## src/rtl/irq_router_pkg.sv

```systemverilog
package irq_router_pkg;

  typedef enum logic [3:0] {
    K_INPUT,
    K_STATUS,
    K_ENABLE,
    K_POL,
    K_WAKE,
    K_RSVD,
    K_STAGE1,
    K_SWTRIG,
    K_GROUP,
    K_GSTAT,
    K_NONE
  } regKind_e;

  typedef struct packed {
    logic     wr;
    logic     rd;
    regKind_e kind;
    logic [3:0] grp;
    logic     hiWord;
  } busStrobe_t;

  // pair indices that fix the address map
  localparam int unsigned PAIR_GROUP_BASE = 8;
  localparam int unsigned PAIR_GSTAT_BASE = 24;
  localparam int unsigned PAIR_END        = 40;

endpackage

```

## src/rtl/irq_router_sync.sv

```systemverilog
module irq_router_sync #(
  parameter int unsigned WIDTH  = 64,
  parameter int unsigned STAGES = 2
) (
  input  logic             clk,
  input  logic             rstN,
  input  logic [WIDTH-1:0] asyncIn,
  output logic [WIDTH-1:0] syncOut
);

  logic [WIDTH-1:0] stage [STAGES];

  generate
    for (genvar s = 0; s < STAGES; s++) begin : g_stage
      if (s == 0) begin : g_first
        always_ff @(posedge clk or negedge rstN) begin
          if (!rstN) stage[0] <= '0;
          else       stage[0] <= asyncIn;
        end
      end else begin : g_next
        always_ff @(posedge clk or negedge rstN) begin
          if (!rstN) stage[s] <= '0;
          else       stage[s] <= stage[s-1];
        end
      end
    end
  endgenerate

  assign syncOut = stage[STAGES-1];

endmodule

```

## src/rtl/irq_router_ctrl.sv

```systemverilog
module irq_router_ctrl
  import irq_router_pkg::*;
#(
  parameter int unsigned ADDR_W  = 9,
  parameter int unsigned NUM_GRP = 16
) (
  input  logic              busWrEn,
  input  logic              busRdEn,
  input  logic [ADDR_W-1:0] busAddr,
  output busStrobe_t        stb
);

  localparam int unsigned PAIR_W = ADDR_W - 3;

  logic [PAIR_W-1:0] pairIdx;
  assign pairIdx = busAddr[ADDR_W-1:3];

  always_comb begin
    stb        = '0;
    stb.wr     = busWrEn;
    stb.rd     = busRdEn;
    stb.hiWord = busAddr[2];
    stb.kind   = K_NONE;
    if (32'(pairIdx) < PAIR_GROUP_BASE) begin
      unique case (pairIdx[2:0])
        3'd0: stb.kind = K_INPUT;
        3'd1: stb.kind = K_STATUS;
        3'd2: stb.kind = K_ENABLE;
        3'd3: stb.kind = K_POL;
        3'd4: stb.kind = K_WAKE;
        3'd5: stb.kind = K_RSVD;
        3'd6: stb.kind = K_STAGE1;
        default: stb.kind = K_SWTRIG;
      endcase
    end else if (32'(pairIdx) < PAIR_GROUP_BASE + NUM_GRP) begin
      stb.kind = K_GROUP;
      stb.grp  = 4'(32'(pairIdx) - PAIR_GROUP_BASE);
    end else if (32'(pairIdx) < PAIR_GSTAT_BASE + NUM_GRP) begin
      stb.kind = K_GSTAT;
      stb.grp  = 4'(32'(pairIdx) - PAIR_GSTAT_BASE);
    end
  end

endmodule

```

## src/rtl/irq_router_dp.sv

```systemverilog
module irq_router_dp
  import irq_router_pkg::*;
#(
  parameter int unsigned NUM_IN  = 64,
  parameter int unsigned NUM_GRP = 16,
  parameter int unsigned SYNC_N  = 2
) (
  input  logic               clk,
  input  logic               rstN,
  input  busStrobe_t         stb,
  input  logic [31:0]        busWrData,
  output logic [31:0]        busRdData,
  output logic               busRdValid,
  input  logic [NUM_IN-1:0]  irqIn,
  output logic [NUM_GRP-1:0] irqOut
);

  localparam int unsigned WORD_W = NUM_IN / 2;

  logic [NUM_IN-1:0] syncIn, activeLvl;
  logic [NUM_IN-1:0] statusReg, enableReg, polReg, wakeReg, stage1Reg;
  logic [NUM_IN-1:0] memberReg [NUM_GRP];
  logic [NUM_IN-1:0] wordMask, clrMask, swSet, rdPair;
  logic [NUM_GRP-1:0] groupHit;

  irq_router_sync #(.WIDTH(NUM_IN), .STAGES(SYNC_N)) u_sync (
    .clk     (clk),
    .rstN    (rstN),
    .asyncIn (irqIn),
    .syncOut (syncIn)
  );

  // polarity conditioning: 1 selects active-low
  assign activeLvl = syncIn ^ polReg;

  // write data placed into the addressed half of a pair
  assign wordMask = stb.hiWord ? {busWrData[WORD_W-1:0], {WORD_W{1'b0}}}
                               : {{WORD_W{1'b0}}, busWrData[WORD_W-1:0]};
  assign clrMask  = (stb.wr && stb.kind == K_STATUS) ? wordMask : '0;
  assign swSet    = (stb.wr && stb.kind == K_SWTRIG) ? wordMask : '0;

  function automatic logic [NUM_IN-1:0] mergeWord(
    input logic [NUM_IN-1:0] old, input logic hi, input logic [31:0] d);
    logic [NUM_IN-1:0] r;
    r = old;
    if (hi) r[NUM_IN-1:WORD_W] = d[WORD_W-1:0];
    else    r[WORD_W-1:0]      = d[WORD_W-1:0];
    return r;
  endfunction

  always_ff @(posedge clk or negedge rstN) begin
    if (!rstN) statusReg <= '0;
    else       statusReg <= (statusReg & ~clrMask) | activeLvl | swSet;
  end

  always_ff @(posedge clk or negedge rstN) begin
    if (!rstN) begin
      enableReg <= '0;
      polReg    <= '0;
      wakeReg   <= '0;
      stage1Reg <= '0;
    end else if (stb.wr) begin
      unique case (stb.kind)
        K_ENABLE: enableReg <= mergeWord(enableReg, stb.hiWord, busWrData);
        K_POL:    polReg    <= mergeWord(polReg,    stb.hiWord, busWrData);
        K_WAKE:   wakeReg   <= mergeWord(wakeReg,   stb.hiWord, busWrData);
        K_STAGE1: stage1Reg <= mergeWord(stage1Reg, stb.hiWord, busWrData);
        default: ;
      endcase
    end
  end

  generate
    for (genvar g = 0; g < NUM_GRP; g++) begin : g_grp
      always_ff @(posedge clk or negedge rstN) begin
        if (!rstN) memberReg[g] <= '0;
        else if (stb.wr && stb.kind == K_GROUP && 32'(stb.grp) == g)
          memberReg[g] <= mergeWord(memberReg[g], stb.hiWord, busWrData);
      end
      assign groupHit[g] = |(statusReg & enableReg & memberReg[g]);
    end
  endgenerate

  always_ff @(posedge clk or negedge rstN) begin
    if (!rstN) irqOut <= '0;
    else       irqOut <= groupHit;
  end

  always_comb begin
    unique case (stb.kind)
      K_INPUT:  rdPair = syncIn;
      K_STATUS: rdPair = statusReg;
      K_ENABLE: rdPair = enableReg;
      K_POL:    rdPair = polReg;
      K_WAKE:   rdPair = wakeReg;
      K_STAGE1: rdPair = stage1Reg;
      K_GROUP:  rdPair = memberReg[stb.grp];
      K_GSTAT:  rdPair = statusReg & memberReg[stb.grp];
      default:  rdPair = '0;
    endcase
  end

  always_ff @(posedge clk or negedge rstN) begin
    if (!rstN) begin
      busRdData  <= '0;
      busRdValid <= 1'b0;
    end else begin
      busRdValid <= stb.rd;
      if (stb.rd)
        busRdData <= 32'(stb.hiWord ? rdPair[NUM_IN-1:WORD_W] : rdPair[WORD_W-1:0]);
    end
  end


  status_no_silent_drop_chk: assert property (@(posedge clk) disable iff (!rstN)
    !(stb.wr && stb.kind == K_STATUS) |=> ((statusReg & $past(statusReg)) == $past(statusReg)));


  no_out_when_disabled_chk: assert property (@(posedge clk) disable iff (!rstN)
    (enableReg == '0) |=> (irqOut == '0));


  read_latency_chk: assert property (@(posedge clk) disable iff (!rstN)
    stb.rd |=> busRdValid);


  reserved_reads_zero_chk: assert property (@(posedge clk) disable iff (!rstN)
    (stb.rd && stb.kind == K_RSVD) |=> (busRdData == '0));

endmodule

```

## src/rtl/irq_router_top.sv

```systemverilog
module irq_router_top
  import irq_router_pkg::*;
#(
  parameter int unsigned NUM_IN  = 64,
  parameter int unsigned NUM_GRP = 16,
  parameter int unsigned ADDR_W  = 9,
  parameter int unsigned SYNC_N  = 2
) (
  input  logic               clk,
  input  logic               rstN,
  input  logic               busWrEn,
  input  logic               busRdEn,
  input  logic [ADDR_W-1:0]  busAddr,
  input  logic [31:0]        busWrData,
  output logic [31:0]        busRdData,
  output logic               busRdValid,
  input  logic [NUM_IN-1:0]  irqIn,
  output logic [NUM_GRP-1:0] irqOut
);

  busStrobe_t stb;

  irq_router_ctrl #(.ADDR_W(ADDR_W), .NUM_GRP(NUM_GRP)) u_ctrl (
    .busWrEn (busWrEn),
    .busRdEn (busRdEn),
    .busAddr (busAddr),
    .stb     (stb)
  );

  irq_router_dp #(.NUM_IN(NUM_IN), .NUM_GRP(NUM_GRP), .SYNC_N(SYNC_N)) u_dp (
    .clk        (clk),
    .rstN       (rstN),
    .stb        (stb),
    .busWrData  (busWrData),
    .busRdData  (busRdData),
    .busRdValid (busRdValid),
    .irqIn      (irqIn),
    .irqOut     (irqOut)
  );

endmodule

```

## config.mk

```make
export PLATFORM = sky130hd
export DESIGN_NAME = irq_router_top
export DESIGN_NICKNAME = d
export VERILOG_FILES = /design/src/rtl/irq_router_pkg.sv /design/src/rtl/irq_router_sync.sv /design/src/rtl/irq_router_ctrl.sv /design/src/rtl/irq_router_dp.sv /design/src/rtl/irq_router_top.sv
export SDC_FILE = /design/constraint.sdc
export NUM_CORES = 2
export LEC_CHECK = 0
export CORE_MARGIN = 3
export CORE_UTILIZATION = 29
export DETAILED_ROUTE_END_ITERATION = 10
export GPL_TIMING_DRIVEN = 0
export MAX_ROUTING_LAYER = met4
export PLACE_DENSITY = 0.4
export SLEW_MARGIN = 20
export SYNTH_ARGS = -nofsm -noshare
export SYNTH_HDL_FRONTEND = slang
export SYNTH_HIERARCHICAL = 1
export SYNTH_SLANG_ARGS = --single-unit
```

## constraint.sdc

```tcl
create_clock -name clk -period 4.9 [get_ports clk]
set_clock_uncertainty 0.1 [all_clocks]
set_input_delay 0.98 -clock clk [delete_from_list [all_inputs] [get_ports clk]]
set_output_delay 0.98 -clock clk [all_outputs]
set_load 0.1 [all_outputs]
```

==> impl_metrics.ini <==
[logic_synthesis]
synthDistinctLibCells = 63
synth_area_mm2 = 0.07394
synth_area_leaders = dfrtp_1 (51%), mux2_2 (21%), mux4_2 (8.1%)
synth-seq-cells = 1521
synthArstFlopShare_pct = 100.0
yosysWarnings = 6
synth_top_area_cell = dfrtp_1
syn-num-nets = 5498
netlist_instances = 5389
avgSynthCellArea_um2 = 13.72
ys_seq_area_share_pct = 51.48
synth-edff-count = 0
yosys_most_used_dff = dfrtp_1
synth_most_common_cell = dfrtp_1
synth_common_cells = dfrtp_1 (1521), mux2_2 (1370), clkbuf_1 (351), a221oi_1 (274), mux4_2 (266)
synth_top_area_share_pct = 51.48

[place]
post-dp-hpwl_um = 496300
place.gp.congestion = 1.068
io_buffers = 120

[final_layout]
area.growth.synth_to_final_pct = 23.04
final_util_pct = 36.02
nets = 5991
nFillCells = 24457
layout-drive-gt1-share_pct = 44.18

[worst_setup_path]
crit_arrival_ns = 5.87
cp_max_fo = 10
required_ns = 5.57
crit_type = input pin to register
end_kind = register
r2r_setup_slack_ns = 0.77
cp-start-kind = input pin

[clock_tree]
tritoncts.num_buffers = 189
clk-insertion-delay-late_ns = 0.88
htree_levels = 4
cts_buffer_depth = 3
clk_pin_slew_ns = 0.06
cts-root-buf = clkbuf_16
cts_sinks = 1521
tritoncts = built

[grt]
grt.total_usage_pct = 47.54
antenna_found_initial = 202
grt_pass1_wl_um = 756600
grt_max_degree = 132
grt_pass1_vias = 59114
overflow = 0

[run_status]
failed_checks = setup timing
status = finished with violations

[floorplanning]
ios = 158
start_util_pct = 29.28
rows = 184
fp.dieW_um = 510.9
core_mm2 = 0.2526
fp.dieArea_mm2 = 0.2610
die_h_um = 510.9

[route]
drt_iter0_drc = 11584
ant_nets = 0
via_count = 64141
wl_met2_um = 238100
wire_per_inst_um = 64.87
route.met3.wl_um = 80390
drt-pass1-iter-count = 8
vias_per_cell = 6.721
wl_met1_um = 244000
drc = 0
wirelength_um = 619100
top_layer_used = met4

[timing]
timing.final.max_slew_violations = 0
slew_headroom_pct = 15.11
max_freq_ghz = 0.1926
fin_crit_ns = 5.193
worst_pin_slew_ns = 1.273
holdWs_ns = 0.1238
finalSetupViolCount = 124
finalHoldViolCount = 0
rsz0062_at_grt = yes
finalWorstSetupSlack_ns = -0.2931
period_share_pct = 106.0

[power_and_ir_drop]
finalPower_mw = 42.91
p_sw_mw = 16.93
seqPwrFrac_pct = 39.3
p_sw_share_pct = 39.45
power_frac_clock_pct = 34.6
p_per_area_mw_per_mm2 = 471.7
internal_power_mw = 25.98
power.static_leakage_nw = 40.62
ir_worst_vdd_mv = 0.3843
power.share.combinational_pct = 26.0

[job]
maxCapViolations = 0

[min_path]
hp-class = input pin to register
layout by cell type, fill, tap and decap left out, drive strengths merged, types with 20 or more instances in the layout:
cell              n
a211o            22
a211oi           22
a21oi           137
a221o            42
a221oi          274
a222oi           23
a22o            243
a22oi           139
and2             67
buf             434
clkbuf          659
clkdlybuf4s50   119
clkinv           41
dfrtp          1521
diode           159
inv              58
mux2           1370
mux2i            49
mux4            266
nand2           139
nand4            60
nor2             20
nor2b            43
o211ai           23
xor2             64
power by group through the flow:
stage          combinational [mW]  clock, mW  sequential, mW
4_1_cts                      10.5       15.1            16.5
5_1_grt                      10.8       15.5            16.7
3_3_place_gp                 9.36          0            16.8
2_1_floorplan                3.59          0            15.4
3_5_place_dp                 10.4          0            16.7
6_report                     11.2       14.9            16.9
through the flow:
stage | cells | worst slack (ns) | cell area, um2 | setup TNS [ns]
global route | 9482 | -0.06877 | 90820 | -0.9514
detailed placement | 9034 | -1.951 | 83650 | -1480.38
floorplan | 5389 | 1.191 | 73940 | 0
global placement | 8857 | -74.16 | 79330 | -
finish | 9543 | -0.2931 | 90970 | -9.900
CTS | 9382 | -0.03676 | 90510 | -0.03676
per-layer routing:
metal,vias to the layer above,GRT usage [%]
met5,-,-
met4,0,33.93
met3,1593,21.75
met2,5621,60.87
met1,35056,58.13
li1,21871,-
cell type report:
type                            count  area [um2]  area share (%)
Antenna cell                      159       397.9          0.4374
Buffer                            646        3379           3.715
Clock buffer                      277        5563           6.115
Clock inverter                     68       903.4          0.9930
Inverter                           51       191.4          0.2104
Multi-Input combinational cell   3170       33100           36.39
Sequential cell                  1521       38060           41.84
Tap cell                         3348        4189           4.605
Timing Repair Buffer              303        5185           5.700
critical path, stage by stage:
cell	delay, ns
clkdlybuf4s50_1	0.70
nor2_1	0.11
o31ai_2	0.73
clkbuf_2	0.47
nor3b_4	0.67
clkbuf_4	0.50
clkdlybuf4s15_2	0.64
a222oi_1	0.23
a21oi_1	0.52
a211oi_1	0.09
a31oi_1	0.17
flip-flops by register name, summed over array words and instances (netlist names):
name                 flops
u_dp/busRdData          32
u_dp/busRdValid          1
u_dp/enableReg          64
u_dp/irqOut             16
u_dp/memberReg        1024
u_dp/polReg             64
u_dp/stage1Reg          64
u_dp/statusReg          64
u_dp/u_sync/stage       64
u_dp/u_sync/syncOut     64
u_dp/wakeReg            64
final timing paths:
path / from / endpoint / cells after the start
hold reg to reg: u_dp/u_sync/stage[78]$_DFF_PN0_ / u_dp/u_sync/syncOut[14]$_DFF_PN0_ / 0
setup reg to reg: u_dp/statusReg[38]$_DFF_PN0_ / u_dp/irqOut[6]$_DFF_PN0_ / 8
setup / recovery: busAddr[8] / u_dp/busRdData[17]$_DFFE_PN0P_ / 11
min in group asynchronous: rstN / u_dp/memberReg[1002]$_DFFE_PN0P_ / 2
max in group asynchronous: rstN / u_dp/memberReg[545]$_DFFE_PN0P_ / 6
hold / removal: busRdEn / u_dp/busRdValid$_DFF_PN0_ / 1
cell families after synthesis:
| logic type | after synthesis | synth area share, % |
|---|---|---|
| DFF | 1521 | 51.48 |
| AOI/OAI and AO/OA | 1011 | 10.90 |
| xor gates and xnor gates | 65 | 0.7700 |
| muxes | 1685 | 29.63 |
| buffers and inverters | 698 | 4.141 |
| and+or+nand+nor | 409 | 3.077 |
timing repair:
item | 4_1_cts | 5_1_grt
setup buffers | 3 | 2
gates resized for setup | 100 | 24
pin swaps | 4 | 2
hold buffers | 1 | 0
setup endpoints to repair | 896 | 114
endpoints found under the hold margin | 41 | 0
Note: power is estimated with default switching activity, not from simulation.
